[config.mk]
export PLATFORM = sky130hd
export DESIGN_NAME = phy_reg_seq
export DESIGN_NICKNAME = d
export VERILOG_FILES = /design/src/rtl/phy_seq_pkg.sv /design/src/rtl/phy_seq_rst_sync.sv /design/src/rtl/phy_seq_sync.sv /design/src/rtl/phy_seq_poll.sv /design/src/rtl/phy_reg_seq.sv
export SDC_FILE = /design/constraint.sdc
export NUM_CORES = 1
export LEC_CHECK = 0
export ABC_CLOCK_PERIOD_IN_PS = 2700
export BUFFER_PORTS_ARGS = -buffer_cell sky130_fd_sc_hd__buf_2
export CELL_PAD_IN_SITES_DETAIL_PLACEMENT = 0
export CELL_PAD_IN_SITES_GLOBAL_PLACEMENT = 1
export CORE_MARGIN = 5
export CORE_UTILIZATION = 25
export CTS_CLUSTER_SIZE = 20
export DETAILED_ROUTE_END_ITERATION = 7
export GPL_TIMING_DRIVEN = 0
export PLACE_DENSITY_LB_ADDON = 0.1
export SLEW_MARGIN = 20
export SYNTH_ARGS = -nofsm -noshare
export SYNTH_HDL_FRONTEND = slang
export SYNTH_HIERARCHICAL = 1
export SYNTH_SLANG_ARGS = --single-unit
[constraint.sdc]
create_clock -name clk -period 2.7 [get_ports clk]
set_clock_uncertainty 0.1 [all_clocks]
set_input_delay 0.135 -clock clk [delete_from_list [all_inputs] [get_ports clk]]
set_output_delay 0.135 -clock clk [all_outputs]
set_load 0.01 [all_outputs]
[src/rtl/phy_seq_pkg.sv]
package phy_seq_pkg;

  typedef enum logic [3:0] {
    ST_IDLE,
    ST_ADDR_SET,
    ST_ADDR_CAP,
    ST_ADDR_REL,
    ST_DATA_SET,
    ST_DATA_CAP,
    ST_DATA_REL,
    ST_WR_STB,
    ST_WR_REL,
    ST_RD_STB,
    ST_RD_REL,
    ST_DONE
  } seq_state_e;

  // strobe positions above the field, counted from the field width
  localparam int unsigned OFS_CAP_ADDR = 0;
  localparam int unsigned OFS_CAP_DATA = 1;
  localparam int unsigned OFS_WR_STB   = 2;
  localparam int unsigned OFS_RD_STB   = 3;
  localparam int unsigned NUM_STROBES  = 4;

endpackage

[src/rtl/phy_seq_rst_sync.sv]
module phy_seq_rst_sync #(
  parameter int unsigned STAGES = 2
) (
  input  logic clk,
  input  logic arst_n,
  output logic srst_n
);

  logic [STAGES-1:0] chain_q;

  generate
    if (STAGES == 1) begin : g_single
      always_ff @(posedge clk or negedge arst_n) begin
        if (!arst_n) chain_q <= '0;
        else         chain_q <= 1'b1;
      end
    end else begin : g_multi
      always_ff @(posedge clk or negedge arst_n) begin
        if (!arst_n) chain_q <= '0;
        else         chain_q <= {chain_q[STAGES-2:0], 1'b1};
      end
    end
  endgenerate

  assign srst_n = chain_q[STAGES-1];

endmodule

[src/rtl/phy_seq_sync.sv]
module phy_seq_sync #(
  parameter int unsigned WIDTH  = 1,
  parameter int unsigned STAGES = 2
) (
  input  logic             clk,
  input  logic             rst_n,
  input  logic [WIDTH-1:0] d,
  output logic [WIDTH-1:0] q
);

  logic [WIDTH-1:0] stage_q [STAGES];

  generate
    for (genvar i = 0; i < STAGES; i++) begin : g_stage
      if (i == 0) begin : g_first
        always_ff @(posedge clk or negedge rst_n) begin
          if (!rst_n) stage_q[i] <= '0;
          else        stage_q[i] <= d;
        end
      end else begin : g_next
        always_ff @(posedge clk or negedge rst_n) begin
          if (!rst_n) stage_q[i] <= '0;
          else        stage_q[i] <= stage_q[i-1];
        end
      end
    end
  endgenerate

  assign q = stage_q[STAGES-1];

endmodule

[src/rtl/phy_seq_poll.sv]
module phy_seq_poll #(
  parameter int unsigned SAMPLE_GAP = 200,
  parameter int unsigned MAX_POLLS  = 10
) (
  input  logic clk,
  input  logic rst_n,
  input  logic run,
  input  logic expect_lvl,
  input  logic ack,
  output logic hit,
  output logic expire
);

  localparam int unsigned GAP_W  = (SAMPLE_GAP > 1) ? $clog2(SAMPLE_GAP) : 1;
  localparam int unsigned POLL_W = (MAX_POLLS > 1) ? $clog2(MAX_POLLS) : 1;
  localparam logic [GAP_W-1:0]  GAP_LAST  = GAP_W'(SAMPLE_GAP - 1);
  localparam logic [POLL_W-1:0] POLL_LAST = POLL_W'(MAX_POLLS - 1);

  logic [GAP_W-1:0]  gap_q, gap_d;
  logic [POLL_W-1:0] poll_q, poll_d;
  logic              sample;

  always_comb begin
    sample = run && (gap_q == GAP_LAST);
    hit    = sample && (ack == expect_lvl);
    expire = sample && (ack != expect_lvl) && (poll_q == POLL_LAST);
    gap_d  = gap_q;
    poll_d = poll_q;
    if (!run || hit || expire) begin
      gap_d  = '0;
      poll_d = '0;
    end else if (sample) begin
      gap_d  = '0;
      poll_d = poll_q + 1'b1;
    end else begin
      gap_d  = gap_q + 1'b1;
    end
  end

  always_ff @(posedge clk or negedge rst_n) begin
    if (!rst_n) begin
      gap_q  <= '0;
      poll_q <= '0;
    end else begin
      gap_q  <= gap_d;
      poll_q <= poll_d;
    end
  end

endmodule

[src/rtl/phy_reg_seq.sv]
module phy_reg_seq
  import phy_seq_pkg::*;
#(
  parameter int unsigned CLK_MHZ    = 200,
  parameter int unsigned SAMPLE_GAP = CLK_MHZ,
  parameter int unsigned MAX_POLLS  = 10,
  parameter int unsigned FIELD_W    = 16,
  parameter int unsigned SYNC_STAGES = 2
) (
  input  logic                           clk,
  input  logic                           rst_n,
  input  logic                           req_valid,
  input  logic                           req_write,
  input  logic [FIELD_W-1:0]             req_addr,
  input  logic [FIELD_W-1:0]             req_wdata,
  output logic [FIELD_W-1:0]             rsp_rdata,
  output logic                           rsp_done,
  output logic                           rsp_err,
  output logic [FIELD_W+NUM_STROBES-1:0] phy_ctrl,
  input  logic [FIELD_W:0]               phy_stat
);

  localparam int unsigned CTRL_W = FIELD_W + NUM_STROBES;

  logic              rst_i_n;
  logic              ack_s;
  seq_state_e        st_q, st_d;
  logic              wr_q;
  logic [FIELD_W-1:0] addr_q, data_q, rdata_q;
  logic              err_q;
  logic [CTRL_W-1:0] ctrl_q, ctrl_d;
  logic              poll_run, poll_expect, poll_hit, poll_expire;
  logic              load_req, cap_rd;
  logic [FIELD_W-1:0] addr_src, data_src;

  phy_seq_rst_sync #(.STAGES(2)) u_rst (
    .clk    (clk),
    .arst_n (rst_n),
    .srst_n (rst_i_n)
  );

  phy_seq_sync #(.WIDTH(1), .STAGES(SYNC_STAGES)) u_ack_sync (
    .clk   (clk),
    .rst_n (rst_i_n),
    .d     (phy_stat[FIELD_W]),
    .q     (ack_s)
  );

  phy_seq_poll #(.SAMPLE_GAP(SAMPLE_GAP), .MAX_POLLS(MAX_POLLS)) u_poll (
    .clk        (clk),
    .rst_n      (rst_i_n),
    .run        (poll_run),
    .expect_lvl (poll_expect),
    .ack        (ack_s),
    .hit        (poll_hit),
    .expire     (poll_expire)
  );

  // wait-phase decode
  always_comb begin
    poll_run    = 1'b0;
    poll_expect = 1'b0;
    unique case (st_q)
      ST_ADDR_CAP, ST_DATA_CAP, ST_WR_STB, ST_RD_STB: begin
        poll_run    = 1'b1;
        poll_expect = 1'b1;
      end
      ST_ADDR_REL, ST_DATA_REL, ST_WR_REL, ST_RD_REL: poll_run = 1'b1;
      default: ;
    endcase
  end

  // next state
  always_comb begin
    load_req = (st_q == ST_IDLE) && req_valid;
    cap_rd   = (st_q == ST_RD_STB) && poll_hit;
    st_d     = st_q;
    unique case (st_q)
      ST_IDLE:     if (req_valid) st_d = ST_ADDR_SET;
      ST_ADDR_SET: st_d = ST_ADDR_CAP;
      ST_ADDR_CAP: if (poll_hit) st_d = ST_ADDR_REL;
      ST_ADDR_REL: if (poll_hit) st_d = wr_q ? ST_DATA_SET : ST_RD_STB;
      ST_DATA_SET: st_d = ST_DATA_CAP;
      ST_DATA_CAP: if (poll_hit) st_d = ST_DATA_REL;
      ST_DATA_REL: if (poll_hit) st_d = ST_WR_STB;
      ST_WR_STB:   if (poll_hit) st_d = ST_WR_REL;
      ST_WR_REL:   if (poll_hit) st_d = ST_DONE;
      ST_RD_STB:   if (poll_hit) st_d = ST_RD_REL;
      ST_RD_REL:   if (poll_hit) st_d = ST_DONE;
      default:     st_d = ST_IDLE;
    endcase
    if (poll_expire) st_d = ST_DONE;
  end

  // control word for the state being entered
  always_comb begin
    addr_src = load_req ? req_addr  : addr_q;
    data_src = load_req ? req_wdata : data_q;
    ctrl_d   = '0;
    unique case (st_d)
      ST_ADDR_SET, ST_ADDR_REL: ctrl_d[FIELD_W-1:0] = addr_src;
      ST_ADDR_CAP: begin
        ctrl_d[FIELD_W-1:0]             = addr_src;
        ctrl_d[FIELD_W + OFS_CAP_ADDR]  = 1'b1;
      end
      ST_DATA_SET, ST_DATA_REL, ST_WR_REL: ctrl_d[FIELD_W-1:0] = data_src;
      ST_DATA_CAP: begin
        ctrl_d[FIELD_W-1:0]             = data_src;
        ctrl_d[FIELD_W + OFS_CAP_DATA]  = 1'b1;
      end
      ST_WR_STB: ctrl_d[FIELD_W + OFS_WR_STB] = 1'b1;
      ST_RD_STB: ctrl_d[FIELD_W + OFS_RD_STB] = 1'b1;
      default: ;
    endcase
  end

  // registers
  always_ff @(posedge clk or negedge rst_i_n) begin
    if (!rst_i_n) begin
      st_q   <= ST_IDLE;
      ctrl_q <= '0;
    end else begin
      st_q   <= st_d;
      ctrl_q <= ctrl_d;
    end
  end

  always_ff @(posedge clk or negedge rst_i_n) begin
    if (!rst_i_n) begin
      wr_q   <= 1'b0;
      addr_q <= '0;
      data_q <= '0;
    end else if (load_req) begin
      wr_q   <= req_write;
      addr_q <= req_addr;
      data_q <= req_wdata;
    end
  end

  always_ff @(posedge clk or negedge rst_i_n) begin
    if (!rst_i_n)     rdata_q <= '0;
    else if (cap_rd)  rdata_q <= phy_stat[FIELD_W-1:0];
  end

  always_ff @(posedge clk or negedge rst_i_n) begin
    if (!rst_i_n)                      err_q <= 1'b0;
    else if (poll_expire || load_req)  err_q <= poll_expire;
  end

  assign phy_ctrl  = ctrl_q;
  assign rsp_rdata = rdata_q;
  assign rsp_done  = (st_q == ST_DONE);
  assign rsp_err   = (st_q == ST_DONE) && err_q;

endmodule

==> metrics.yaml <==
run_status:
  status: "finished with violations"
  violations: "setup timing"
worst_setup_path:
  worstPathMaxFanout: 7
  cp.required_ns: 2.80
  arrival_ns: 3.02
  end_kind: "flop"
  criticalPathCategory: "reg -> reg"
  worstSetupStartpointType: "flop"
yosys:
  synth_most_common_cell: "dfrtp_1"
  yosys-top-cells-count: "dfrtp_1 (90), mux2_2 (49), nand3_1 (21), o211ai_1 (21), nand4_1 (18)"
  async_flop_share: 1.000
  synth_edf_count: 0
  synth_adder_area_share: 0.009069
  syn_area_sq_um: 4139
  synth_mux_area_frac: 0.1381
  synth.avg_cell_area_sq_um: 12.32
  ys_warn_count: 6
  synth_compound_area_frac: 0.1197
  synth_top_area_share: 0.5441
  synth_top_family_by_area: "simple AND/OR/NAND/NOR gates"
  syn_inst: 336
  synthXorXnorAreaFrac: 0.008464
  syn_nets: 392
  synthDistinctLibCells: 47
  yosys-top-cells-area: "dfrtp_1 (54%), mux2_2 (13%), o211ai_1 (3.8%), o2111ai_1 (3.4%), nand4_1 (2.7%)"
  ys.flop_type: "dfrtp_1"
  synth_top_area_cell: "dfrtp_1"
  ys_seq_elements: 90
  seq_area_frac_synth: 0.5441
  synthSimpleGateAreaFrac: 0.1391
clock_tree:
  ctsRootBufferMaster: "clkbuf_16"
  clk_pin_slew_ns: 0.07
  clock_sinks: 90
  h-tree-depth: 3
  cts_buffers: 9
  worstSkewPairLatency_ns: 0.35
  clk_path_buf_depth: 2
  cts_tree: "done"
routing:
  drtIter0Drc: 191
  detail_route.wl_per_cell_microns: 16.02
  wirelength_mm: 11.94
  vias: 3376
  drc: 0
  via_per_inst: 4.532
  ant_nets: 0
  dr.pass1.iters: 4
sta:
  timing.final.ws_setup_ns: -0.2249
  clock.fmax_ghz: 0.3419
  slew_violations: 0
  rsz0062_at_grt: "yes"
  setup_violations: 29
  timing.slew.headroom: 0.6488
  finalHoldViolations: 0
  period_needed_ns: 2.925
  hold_slack_ns: 0.2200
  tightest_slew_ns: 0.5268
  fin_crit_sh: 1.083
final_layout:
  finish.instance_area_sq_um: 6441
  n_antenna_cell: 0
  drive_gt1_frac: 0.5010
  areaGrowthSynthToFinish_pct: 55.62
  layout.nets: 576
  nFillCells: 1567
placed_design:
  portBuffers: 90
  place.gp.congestion: 0.7028
  post_dp_cell_area_sq_um: 5055
  post-dp-hpwl_mm: 7.968
floorplan:
  start_util: 0.2523
  die_x_microns: 138.7
  num_rows: 47
  core_area_sq_um: 16410
  dieArea_sq_um: 19230
  die_h_microns: 138.7
  ios: 91
grt:
  grt_overflow: 0
  antenna_found_initial: 0
  use_met3: 0.03207
  grt_pass1_vias: 3435
  busiest_layer: "met2"
  track_usage: 0.1262
  grt_max_degree: 53
  grtUsageMet2: 0.1855
  grt_pass1_wl_mm: 19.40
  use_met1: 0.1749
hold_path:
  hold_path.class: "reg -> async"
pwr:
  p_total_mw: 5.251
  p_leak_nw: 2.808
  vdd_drop_max_mv: 0.3365
  power_density_nw_per_um2: 815.2
job:
  drv_cap: 0
## routing by layer
layer  vias up  wire, microns
li1       1620              -
met1      1655           5819
met2        82           5353
met3        19            487
met4         0            276
met5         -              0
## path summary, 6_finish.rpt
check | from | endpoint | slack [ns] | depth (start not counted)
worst max-delay path | st_q[3]$_DFF_PN0_ | phy_ctrl[2]$_DFF_PN0_ | -0.22 | 15
worst min-delay path | u_rst/chain_q[1]$_DFF_PN0_ | data_q[4]$_DFF_PN0_ | 0.22 | 0
worst max register to register | st_q[3]$_DFF_PN0_ | phy_ctrl[2]$_DFF_PN0_ | -0.22 | 15
worst min register to register | u_rst/chain_q[1]$_DFF_PN0_ | data_q[4]$_DFF_PN0_ | 0.22 | 0
max in group asynchronous | u_rst/chain_q[1]$_DFF_PN0_ | rsp_rdata[3]$_DFFE_PN0P_ | 1.61 | 1
min in group clk | u_rst/chain_q[0]$_DFF_PN0_ | u_rst/chain_q[1]$_DFF_PN0_ | 0.26 | 0
## power by group
| part | internal (mW) | leakage [nW] | switching [mW] |
|---|---|---|---|
| logic | 0.957 | 1.57 | 1.00 |
| clock network | 0.749 | 0.150 | 0.553 |
| registers | 1.80 | 1.09 | 0.191 |
| total | 3.50 | 2.81 | 1.75 |
## placed cells by master, fill, tap and decap left out, drive strengths merged, types with 2 or more instances in the layout
master         n
o21ai          6
dlygate4sd3   53
a21oi          5
o31ai          4
and2           3
inv            7
nor4           2
mux2          49
nor2          16
xor2           3
o22ai          2
nand4bb        2
clkinv         3
mux2i          2
nand4b         2
clkbuf        19
a21o           3
or3            5
ha             3
o2111ai       16
nand3b         2
o211ai        21
dfrtp         90
nand4         18
nand2         10
buf          138
nor2b          3
and3           2
nand2b         4
nand3         22
## flip-flops by register name (all words and copies together), names as in the netlist
name and flops:
u_poll/poll_q 4, data_q 16, u_rst/chain_q 2, wr_q 1, u_poll/gap_q 8, rsp_rdata 16, err_q 1, u_ack_sync/stage_q 1
u_ack_sync/q 1, phy_ctrl 20, st_q 4, addr_q 16
## kinds of logic after synthesis
family | Yosys count
AND/OR/NAND/NOR | 94
flip-flops | 90
AO/OA/AOI/OAI | 61
multiplexers | 51
buffers and inverters | 32
XOR/XNOR | 4
adder cells (fa/ha/maj) | 3
other | 1
## worst max-delay path: stages, from the launching register on
cell       delay (ns)
dfrtp_1          0.38
buf_6            0.13
nor2b_4          0.14
nand2_1          0.06
o21ai_1          0.07
buf_4            0.15
nand4b_4         0.10
or2_4            0.26
nor2_4           0.11
buf_8            0.14
nand2_4          0.06
and3_4           0.16
a211o_1          0.29
buf_6            0.15
o2111ai_1        0.28
nand3_1          0.18
## stage by stage
| step | setup slack [ns] | setup TNS [ns] | cells | util |
|---|---|---|---|---|
| finish | -0.2249 | -3.831 | 745 | 0.3926 |
| global route | -0.2691 | -6.761 | 745 | 0.3926 |
| CTS | -0.2143 | -3.950 | 737 | 0.3821 |
| detailed placement | -0.7184 | -18.75 | 647 | 0.3081 |
| global placement | -0.8037 | -20.77 | 646 | 0.3063 |
| floorplan | -0.08527 | -0.9076 | 336 | - |
## final cells by class
type / instances / area (sq um) / area share
Timing Repair Buffer: 173 / 1272 / 0.1976
Sequential cell: 90 / 2256 / 0.3502
Multi-Input combinational cell: 214 / 2027 / 0.3147
Tap cell: 220 / 275.3 / 0.04274
Clock inverter: 5 / 61.31 / 0.009518
Buffer: 26 / 276.5 / 0.04293
Inverter: 6 / 30.03 / 0.004662
Clock buffer: 11 / 242.7 / 0.03768
## repair_timing
action,4_1_cts,5_1_grt
gates cloned,1,2
hold buffers,53,0
endpoints found under the setup margin,40,39
hold endpoints to repair,53,0
buffers inserted,20,7
resized for setup,44,19
pin swaps,16,17
Note: power is estimated with default switching activity, not from simulation.
